File: src/rtl/spc_pkg.sv
package spc_pkg;

    typedef enum logic [1:0] {PH_IDLE, PH_WAIT, PH_SWEEP} phase_e;
    typedef enum logic [2:0] {OP_SR, OP_PROG, OP_SECT, OP_BLK, OP_CHIP} op_e;

    localparam logic [1:0] KIND_SECT = 2'd0;
    localparam logic [1:0] KIND_BLK  = 2'd1;
    localparam logic [1:0] KIND_CHIP = 2'd2;

    function automatic int max2(int a, int b);
        return (a > b) ? a : b;
    endfunction

    // number of top address bits that must be ones for a location to be locked
    function automatic logic [2:0] lock_depth(logic [4:0] code);
        logic [2:0] k;
        case (code[1:0])
            2'd1:    k = 3'd3;
            2'd2:    k = 3'd2;
            2'd3:    k = 3'd1;
            default: begin
                case (code[4:3])
                    2'd1:    k = 3'd6;
                    2'd2:    k = 3'd5;
                    2'd3:    k = 3'd4;
                    default: k = 3'd0;
                endcase
            end
        endcase
        return k;
    endfunction

endpackage

File: src/rtl/prot_map.sv
module prot_map #(
    parameter int ADDR_W = 19
) (
    input  logic [4:0]        code,
    input  logic [ADDR_W-1:0] addr,
    output logic              locked
);
    import spc_pkg::*;

    logic [2:0]        depth;
    logic [ADDR_W-1:0] mask;

    always_comb begin
        depth  = lock_depth(code);
        mask   = ~({ADDR_W{1'b1}} >> depth);
        locked = code[2] | ((depth != 3'd0) && ((addr & mask) == mask));
    end

endmodule

File: src/rtl/cycle_timer.sv
module cycle_timer #(
    parameter int TW = 8
) (
    input  logic          clk,
    input  logic          rst_n,
    input  logic          load,
    input  logic [TW-1:0] load_val,
    output logic          expire
);
    typedef struct packed {
        logic [TW-1:0] cnt;
    } tmr_t;

    tmr_t tmr_d, tmr_q;

    always_comb begin
        tmr_d = tmr_q;
        if (load)
            tmr_d.cnt = load_val;
        else if (tmr_q.cnt != '0)
            tmr_d.cnt = tmr_q.cnt - 1'b1;
        expire = (tmr_q.cnt == TW'(1)) && !load;
    end

    always_ff @(posedge clk or negedge rst_n) begin
        if (!rst_n) tmr_q <= '0;
        else        tmr_q <= tmr_d;
    end

    assert_count_down_R10: assert property (@(posedge clk) disable iff (!rst_n)
        (tmr_q.cnt != '0 && !load) |=> (tmr_q.cnt == $past(tmr_q.cnt) - 1'b1));

    assert_load_nonzero_R3: assert property (@(posedge clk) disable iff (!rst_n)
        load |-> (load_val != '0));

endmodule

File: src/rtl/status_protect_ctrl.sv
module status_protect_ctrl #(
    parameter int ADDR_W      = 19,
    parameter int SECT_W      = 12,
    parameter int BLK_W       = 16,
    parameter int SR_CYCLES   = 64,
    parameter int PROG_CYCLES = 32,
    parameter int SECT_CYCLES = 200,
    parameter int BLK_CYCLES  = 500,
    parameter int CHIP_CYCLES = 1600
) (
    input  logic                     clk,
    input  logic                     rst_n,
    input  logic                     wp_n,
    input  logic                     wren_cmd,
    input  logic                     wrdi_cmd,
    input  logic                     wrsr_load,
    input  logic [7:0]               wrsr_byte,
    input  logic                     cs_rise,
    input  logic                     prog_req,
    input  logic                     erase_req,
    input  logic [1:0]               erase_kind,
    input  logic [ADDR_W-1:0]        op_addr,
    input  logic [ADDR_W-1:0]        chk_addr,
    output logic [7:0]               status_rd,
    output logic                     chk_locked,
    output logic                     wipe_valid,
    output logic [ADDR_W-SECT_W-1:0] wipe_sector
);
    import spc_pkg::*;

    localparam int SIDX_W = ADDR_W - SECT_W;
    localparam int SPB_W  = BLK_W - SECT_W;
    localparam int MAXC   = max2(max2(SR_CYCLES, PROG_CYCLES),
                                 max2(max2(SECT_CYCLES, BLK_CYCLES), CHIP_CYCLES));
    localparam int TW     = $clog2(MAXC + 1);
    localparam int NLOOK  = 3;

    typedef struct packed {
        phase_e            phase;
        op_e               op;
        logic              wpen;
        logic [4:0]        code;
        logic              wen;
        logic [5:0]        stage;
        logic              pend;
        logic [SIDX_W-1:0] cur;
        logic [SIDX_W-1:0] last;
    } ctl_t;

    ctl_t ctl_d, ctl_q;

    logic              busy, hw_lock, t_load, t_expire;
    logic [TW-1:0]     t_val;
    logic [ADDR_W-1:0] tgt_addr;
    logic [ADDR_W-1:0] look_addr [NLOOK];
    logic              look_lock [NLOOK];

    // lookups: 0 = request target, 1 = external query, 2 = sweep position
    assign look_addr[0] = tgt_addr;
    assign look_addr[1] = chk_addr;
    assign look_addr[2] = {ctl_q.cur, {SECT_W{1'b0}}};

    for (genvar g = 0; g < NLOOK; g++) begin : g_look
        prot_map #(.ADDR_W(ADDR_W)) u_map (
            .code   (ctl_q.code),
            .addr   (look_addr[g]),
            .locked (look_lock[g])
        );
    end

    cycle_timer #(.TW(TW)) u_timer (
        .clk      (clk),
        .rst_n    (rst_n),
        .load     (t_load),
        .load_val (t_val),
        .expire   (t_expire)
    );

    always_comb begin
        if (!erase_req)                  tgt_addr = op_addr;
        else if (erase_kind == KIND_BLK) tgt_addr = {op_addr[ADDR_W-1:BLK_W], {BLK_W{1'b0}}};
        else if (erase_kind == KIND_CHIP) tgt_addr = '0;
        else                             tgt_addr = op_addr;
    end

    always_comb begin
        ctl_d      = ctl_q;
        t_load     = 1'b0;
        t_val      = '0;
        wipe_valid = 1'b0;
        busy       = (ctl_q.phase != PH_IDLE);
        hw_lock    = !wp_n && ctl_q.wpen;

        case (ctl_q.phase)
            PH_IDLE: begin
                if (wrdi_cmd)      ctl_d.wen = 1'b0;
                else if (wren_cmd) ctl_d.wen = 1'b1;

                if (wrsr_load) begin
                    ctl_d.pend  = ctl_q.wen && !hw_lock;
                    ctl_d.stage = wrsr_byte[7:2];
                end else if (hw_lock) begin
                    ctl_d.pend  = 1'b0;
                end

                if (cs_rise) begin
                    ctl_d.pend = 1'b0;
                    if (ctl_q.pend && !hw_lock) begin
                        ctl_d.phase = PH_WAIT;
                        ctl_d.op    = OP_SR;
                        t_load      = 1'b1;
                        t_val       = TW'(SR_CYCLES);
                    end
                end else if (prog_req && ctl_q.wen && !look_lock[0]) begin
                    ctl_d.phase = PH_WAIT;
                    ctl_d.op    = OP_PROG;
                    t_load      = 1'b1;
                    t_val       = TW'(PROG_CYCLES);
                end else if (erase_req && ctl_q.wen && !look_lock[0]) begin
                    ctl_d.phase = PH_WAIT;
                    t_load      = 1'b1;
                    if (erase_kind == KIND_BLK) begin
                        ctl_d.op   = OP_BLK;
                        t_val      = TW'(BLK_CYCLES);
                        ctl_d.cur  = {op_addr[ADDR_W-1:BLK_W], {SPB_W{1'b0}}};
                        ctl_d.last = {op_addr[ADDR_W-1:BLK_W], {SPB_W{1'b1}}};
                    end else if (erase_kind == KIND_CHIP) begin
                        ctl_d.op   = OP_CHIP;
                        t_val      = TW'(CHIP_CYCLES);
                        ctl_d.cur  = '0;
                        ctl_d.last = '1;
                    end else begin
                        ctl_d.op   = OP_SECT;
                        t_val      = TW'(SECT_CYCLES);
                        ctl_d.cur  = op_addr[ADDR_W-1:SECT_W];
                        ctl_d.last = op_addr[ADDR_W-1:SECT_W];
                    end
                end
            end
            PH_WAIT: begin
                if (t_expire) begin
                    if (ctl_q.op == OP_SR) begin
                        ctl_d.wpen  = ctl_q.stage[5];
                        ctl_d.code  = ctl_q.stage[4:0];
                        ctl_d.wen   = 1'b0;
                        ctl_d.phase = PH_IDLE;
                    end else if (ctl_q.op == OP_PROG) begin
                        ctl_d.wen   = 1'b0;
                        ctl_d.phase = PH_IDLE;
                    end else begin
                        ctl_d.phase = PH_SWEEP;
                    end
                end
            end
            default: begin
                wipe_valid = !look_lock[2];
                if (ctl_q.cur == ctl_q.last) begin
                    ctl_d.wen   = 1'b0;
                    ctl_d.phase = PH_IDLE;
                end else begin
                    ctl_d.cur = ctl_q.cur + 1'b1;
                end
            end
        endcase

        status_rd   = busy ? 8'hFF : {ctl_q.wpen, ctl_q.code, ctl_q.wen, 1'b0};
        chk_locked  = look_lock[1];
        wipe_sector = ctl_q.cur;
    end

    always_ff @(posedge clk or negedge rst_n) begin
        if (!rst_n) begin
            ctl_q       <= '0;
            ctl_q.phase <= PH_IDLE;
            ctl_q.op    <= OP_SR;
        end else begin
            ctl_q <= ctl_d;
        end
    end

    assert_prot_hold_R3: assert property (@(posedge clk) disable iff (!rst_n)
        (ctl_q.phase == PH_IDLE) |=> $stable({ctl_q.wpen, ctl_q.code}));

    assert_wen_cleared_R8: assert property (@(posedge clk) disable iff (!rst_n)
        $fell(busy) |-> !ctl_q.wen);

    assert_reject_no_wen_R9: assert property (@(posedge clk) disable iff (!rst_n)
        (!busy && !ctl_q.wen) |=> !busy);

    assert_hw_refuse_R6: assert property (@(posedge clk) disable iff (!rst_n)
        (!busy && cs_rise && !wp_n && ctl_q.wpen) |=> !busy);

    assert_sweep_range_R11: assert property (@(posedge clk) disable iff (!rst_n)
        (ctl_q.phase == PH_SWEEP) |-> (ctl_q.cur <= ctl_q.last));

endmodule

File: config.mk
export PLATFORM = sky130hd
export DESIGN_NAME = status_protect_ctrl
export DESIGN_NICKNAME = d
export VERILOG_FILES = /design/src/rtl/spc_pkg.sv /design/src/rtl/prot_map.sv /design/src/rtl/cycle_timer.sv /design/src/rtl/status_protect_ctrl.sv
export SDC_FILE = /design/constraint.sdc
export NUM_CORES = 1
export LEC_CHECK = 0
export ABC_AREA = 1
export BUFFER_PORTS_ARGS = -buffer_cell sky130_fd_sc_hd__buf_4
export CAP_MARGIN = 25
export CORE_ASPECT_RATIO = 0.5
export CORE_MARGIN = 4
export CORE_UTILIZATION = 45
export DETAILED_ROUTE_END_ITERATION = 6
export PLACE_DENSITY = 0.7
export SETUP_SLACK_MARGIN = 0.15
export SYNTH_ARGS = -nofsm -noshare
export SYNTH_HDL_FRONTEND = slang
export SYNTH_HIERARCHICAL = 1
export SYNTH_SLANG_ARGS = --single-unit
File: constraint.sdc
create_clock -name clk -period 3 [get_ports clk]
set_input_delay 0.45 -clock clk [delete_from_list [all_inputs] [get_ports clk]]
set_output_delay 0.45 -clock clk [all_outputs]
set_load 0.05 [all_outputs]
==> results of run 1 <==
## per-layer routing
metal  vias up  GRT usage, %  part of all wire [%]
li1       1763             -                     -
met1      1543          23.2                    44
met2        64          32.5                    50
met3         6          4.47                   5.3
met4         0          3.31                  0.72
met5         -             0                     0
## state kept, by name, indices dropped and copies added (netlist names)
signal / flops
u_timer/tmr_q: 11
ctl_q: 26
wipe_sector: 7
## placed cells by master (no fill, tap or decap), types with 6 or more instances in the layout
master and count:
a21oi_1 14, buf_4 68, inv_1 83, nand2_2 17, ha_1 13, dfrtp_1 43, nand3_1 39, nor2_1 50
nand3_2 13, o21ai_0 27, o21ai_1 10, inv_2 10, nand2_1 131, o21ai_2 8, mux2_2 6, nor2_2 11
## worst reg2reg max path, cell delays in order, from the launching register on
cell and delay, ns:
dfrtp_2 0.43, buf_4 0.16, ha_4 0.16, nor2_1 0.10, nand2_1 0.07, nand2_2 0.10
nand2_2 0.06, nand2_1 0.06, nand3_1 0.07, nand2_1 0.06, nand2_1 0.05, nand2_1 0.07
inv_2 0.05, nand3_2 0.07, nand2_2 0.05, o21ai_2 0.11, nor2_2 0.06, buf_6 0.13
nor2_4 0.08, nand3_2 0.10, nor3_4 0.15, inv_2 0.08, nor4_4 0.19, buf_4 0.21
nand2_1 0.06, o21ai_1 0.07
## how the worst min path moves through the flow
stage	endpoint	slack [ns]	from	depth (start not counted)
finish	ctl_q[20]$_DFFE_PN0P_	0.15	rst_n	1
global placement	ctl_q[26]$_DFFE_PN0P_	0.46	ctl_q[19]$_DFFE_PN0P_	2
CTS	u_timer/tmr_q[4]$_DFFE_PN0P_	0.18	rst_n	1
detailed placement	ctl_q[27]$_DFFE_PN0P_	0.46	ctl_q[20]$_DFFE_PN0P_	2
global route	u_timer/tmr_q[4]$_DFFE_PN0P_	0.20	rst_n	1
floorplan	ctl_q[0]$_DFFE_PN0P_	0.15	rst_n	0
## what timing repair did
item	4_1_cts	5_1_grt
resized for setup	28	33
setup buffers	3	4
endpoints found under the setup margin	7	19
gates cloned	1	0
pin swaps	8	15
## power groups by stage
stage / Sequential, mW / Clock, mW / Combinational, mW
6_report: 1.04 / 0.788 / 1.82
5_1_grt: 1.07 / 0.837 / 2.04
4_1_cts: 1.03 / 0.804 / 1.74
3_5_place_dp: 1.03 / 0 / 1.69
3_3_place_gp: 1.02 / 0 / 1.65
2_1_floorplan: 0.983 / 0 / 1.34
## metrics by stage
| stage | hold WS [ns] | instances |
|---|---|---|
| 2_1_floorplan | 0.154 | 528 |
| 3_3_place_gp | 0.455 | 685 |
| 3_5_place_dp | 0.463 | 685 |
| 4_1_cts | 0.180 | 697 |
| 5_1_grt | 0.201 | 701 |
| 6_report | 0.152 | 701 |
## cell type report
class | instances | area [um^2] | share of cell area (%)
clock inverter | 3 | 90.1 | 1.99
tap | 108 | 135 | 2.98
inverter | 95 | 363 | 8.01
sequential | 44 | 1100 | 24.3
clock buffer | 5 | 125 | 2.76
multi-input combinational | 375 | 2170 | 47.9
timing repair buffer | 71 | 544 | 12.0
==> impl_metrics.ini, run 1 <==
[clock_network]
cts.htree.levels = 2
clk_latency_ns = 0.28
clock_sinks = 44
cts_buffers = 5
cts.path.max_buffers = 2
clock-root-buffer = clkbuf_16
cts_tree = done
cts-hold-fix-buffers = 0
clk_pin_slew_ns = 0.06

[setup_path]
crit_fanout = 6
critical_path_buf_inv_count = 5
crit_top_cell = nand2_1
r2r_slack_ns = 0.13
cpPeakStageDelay_ns = 0.43
critPathSlowestCell = dfrtp_2
timing.rr.start = ctl_q[22]$_DFFE_PN0P_
critPathLaunch = ctl_q[22]$_DFFE_PN0P_
path_depth = 25
ff2ff_path_depth = 25
crit_type = register to register
r2r-end = ctl_q[25]$_DFFE_PN0P_
critPathCaptureType = register
start_kind = register
arrival_ns = 3.08
endpoint = ctl_q[25]$_DFFE_PN0P_
crit_family = simple AND/OR/NAND/NOR gates
critPathRequiredTime_ns = 3.21

[synthesis]
ys.warnings.count = 6
syn_area_um2 = 3530
syn_avg_cell_area_um2 = 6.70
syn-instance-count = 527

[die]
die_h_um = 70.6
initial_core_util_pct = 47.3
rows = 22
die_w_um = 133
dieArea_um2 = 9410
core_region_area_um2 = 7460
ios = 74

[cells_and_area]
final_area_um2 = 4530
antenna_cells = 0
final_util_pct = 60.8
drive_gt1_share_pct = 29.0
fillCellCount = 680
layout.nets = 668
syn2layout_area_growth_pct = 28.4

[sta]
slew_violations = 0
relSlewSlack_pct = 62.3
rsz0062_at_grt = true
hold_viol = 0
period_minus_slack_ns = 2.87
setup_viol = 0
setup_slack_ns = 0.131
finClkSkew_ns = 0.00507
fin_tns_setup_ns = 0
fmax_mhz = 348
worstMarginPinSlew_ns = 0.565
period_share_pct = 95.6

[worst_hold_path]
min_path_type = input port to async pin

[detailed_routing]
wl_per_cell_um = 12.5
wl_mm = 8.74
drt_iter0_drc = 162
drc = 0
drtPass1Iterations = 4
via_per_inst = 4.82
via_count = 3376
drtAntennaViolNets = 0

[outcome]
outcome = finished clean

[grt]
grt_usage_pct = 18.3
antenna_found_initial = 0
grt_max_degree = 45
grt_pass1_wl_mm = 14.3
grt_pass1_vias = 3233
grt_overflow = 0

[pwr]
intPower_mw = 2.03
swShare_pct = 44.2
vdd_ir_drop_max_mv = 0.409
total_power_mw = 3.65
power.switching_mw = 1.61
p_leak_nw = 2.42
power.density_nw_per_um2 = 805
p_seq_share_pct = 28.5
comb_power_share_pct = 49.9
power.share.clock_pct = 21.6

[placed_design]
dp_hpwl_mm = 6.30
routabilityCongestion = 0.890
place_area_um2 = 4060
port_buffers = 47
place_ws_ns = -0.0275

[job]
cap_violations = 0
(Power assumes the default switching activity.)
==> run 2: changes to the inputs <==
CORE_UTILIZATION = 50   (was 45)
PLACE_DENSITY = 0.77   (was 0.7)
==> run 2 against run 1 <==
Compared with the run above:
- die area decreased by 9.2%
- global-route usage increased by 1.9 points
- sequential cell count unchanged
- register-to-register slack about the same
- highest routed layer unchanged
- setup slack improved by 0.0028 ns
==> impl_metrics.ini, run 2 (synthesis results as in run 1) <==
[setup_path]
cpPeakStageDelay_ns = 0.45
crit_family = simple AND/OR/NAND/NOR gates
crit_chain = ha_1 -> nor2_1 -> nand2_1 -> nand2_2 -> nand2_1 -> nand2_1 -> nand3_1 -> nand2_1 -> nand2_1 -> nand2_1 -> inv_2 -> nand3_2 -> nand2_2 -> o21ai_2 -> nor2_2 -> nor2_4 -> nand3_2 -> nor3_2 -> inv_2 -> nor4_4 -> buf_6 -> nand2_2 -> o21ai_2
crit_top_cell = nand2_1
critPathRequiredTime_ns = 3.22
critPathSlowestCell = dfrtp_2
crit_type = register to register
arrival_ns = 3.08
critical_path_buf_inv_count = 3
start_kind = register
critPathCaptureType = register
crit_fanout = 6

[detailed_routing]
drtPass1Iterations = 5
drtAntennaViolNets = 0
wl_per_cell_um = 12.1
drt_iter0_drc = 220
top_layer = met4
wl_mm = 8.22
wl_met2_mm = 3.83
drc = 0
via_count = 3304
wl_met3_um = 473
wirelength_met1_mm = 3.85
via_per_inst = 4.88

[placed_design]
dp_hpwl_mm = 6.20
placed_cells = 665
port_buffers = 47
place_area_um2 = 4010
routabilityCongestion = 0.884

[cells_and_area]
drive_gt1_share_pct = 26.5
layout.cells.most_common_list = nand2_1 (132), inv_1 (84), buf_4 (61), nor2_1 (53), nand3_1 (46)
syn2layout_area_growth_pct = 22.6
regMostFlops = ctl_q
final_common_cell = nand2_1
largest_register_ffs = 26
fin_cells = 677
final_area_um2 = 4330
antenna_cells = 0
layout.nets = 660

[pwr]
vdd_ir_drop_max_mv = 0.486
power.density_nw_per_um2 = 787
p_leak_nw = 2.33
swShare_pct = 46.4
intPower_mw = 1.83
comb_power_share_pct = 50.6
power.switching_mw = 1.58
p_seq_share_pct = 30.7
power.share.clock_pct = 18.8

[job]
cap_violations = 0

[die]
ios = 74
core_region_area_um2 = 6750
rows = 21
die_w_um = 127
initial_core_util_pct = 52.3
dieArea_um2 = 8550
die_h_um = 67.4

[grt]
grt_pass1_vias = 3149
grt_pass1_wl_mm = 14.0
grt_overflow = 0
grt_usage_pct = 20.3
antenna_found_initial = 0
grt_max_degree = 45

[sta]
slew_violations = 0
finClkSkew_ns = 0.00286
fin_tns_setup_ns = 0
hold_viol = 0
fmax_mhz = 349
period_share_pct = 95.6
period_minus_slack_ns = 2.87
worstMarginPinSlew_ns = 0.553
setup_viol = 0
holdWs_ns = 0.148
rsz0062_at_grt = true
relSlewSlack_pct = 63.1

[clock_network]
clock_sinks = 44
cts.path.max_buffers = 2
clock-root-buffer = clkbuf_16
cts_tree = done
cts.htree.levels = 2
clk_latency_ns = 0.29
cts_buffers = 5
clk_pin_slew_ns = 0.06

[worst_hold_path]
min_path_type = input port to async pin

[outcome]
outcome = finished clean
-- run 2: cell count changes in the layout (fill, tap and decap cells not counted), moves of 3 or more --
cell / before / now
buf_4: 68 / 61
nand3_1: 39 / 46
nand3_2: 13 / 7
o21ai_1: 10 / 4
o21ai_2: 8 / 12
ha_1: 13 / 16
nor2_1: 50 / 53
nor2_2: 11 / 8
-- run 2: path summary, 6_finish.rpt --
check | slack, ns | end | startpoint | cells after the start
max in group asynchronous | 2.45 | ctl_q[23]$_DFFE_PN0P_ | rst_n | 1
setup / recovery | 0.13 | ctl_q[24]$_DFFE_PN0P_ | ctl_q[22]$_DFFE_PN0P_ | 23
hold / removal | 0.15 | u_timer/tmr_q[6]$_DFFE_PN0P_ | rst_n | 1
setup reg to reg | 0.13 | ctl_q[24]$_DFFE_PN0P_ | ctl_q[22]$_DFFE_PN0P_ | 23
min in group clk | 0.39 | ctl_q[20]$_DFFE_PN0P_ | wrsr_byte[7] | 2
hold reg to reg | 0.49 | ctl_q[27]$_DFFE_PN0P_ | ctl_q[20]$_DFFE_PN0P_ | 2
-- run 2: stage by stage --
stage	setup WS (ns)	util (%)	total power [mW]
4_1_cts	0.129	62.0	3.35
2_1_floorplan	0.163	-	2.32
3_5_place_dp	0.00276	59.3	2.69
6_report	0.133	64.1	3.41
3_3_place_gp	0.0325	59.3	2.65
5_1_grt	-0.0525	64.1	3.69
-- run 2: power by group through the flow --
stage | logic [mW] | registers (mW) | clock network, mW
3_3_place_gp | 1.63 | 1.03 | 0
6_report | 1.72 | 1.04 | 0.640
4_1_cts | 1.68 | 1.03 | 0.651
2_1_floorplan | 1.34 | 0.983 | 0
5_1_grt | 1.94 | 1.08 | 0.678
3_5_place_dp | 1.66 | 1.04 | 0
-- run 2: cell type report --
type	count	area [um^2]
sequential	44	1100
tap	92	115
inverter	95	362
multi-input combinational	375	2090
fill	607	2430
clock inverter	3	46.3
clock buffer	5	125
timing repair buffer	63	480
-- run 2: timing repair --
item                       in CTS  in global routing
hold buffers                    0                  0
pin swaps                       0                 12
gates cloned                    0                  1
resized for setup               2                 43
buffers inserted                1                  2
setup endpoints to repair       9                 23
-- run 2: layer usage --
metal / global-route usage (%) / vias up
met5: 0 / -
met4: 4.41 / 0
met3: 4.98 / 9
met2: 35.3 / 67
met1: 26.1 / 1487
li1: - / 1741
-- run 2: worst reg2reg max path: cells and delay by family, from the launching register on --
kind            cells  cell delay [ns]
flops               1             0.45
compound gates      2             0.18
buf+inv             3             0.33
fa+ha+maj           1             0.23
simple gates       17             1.63
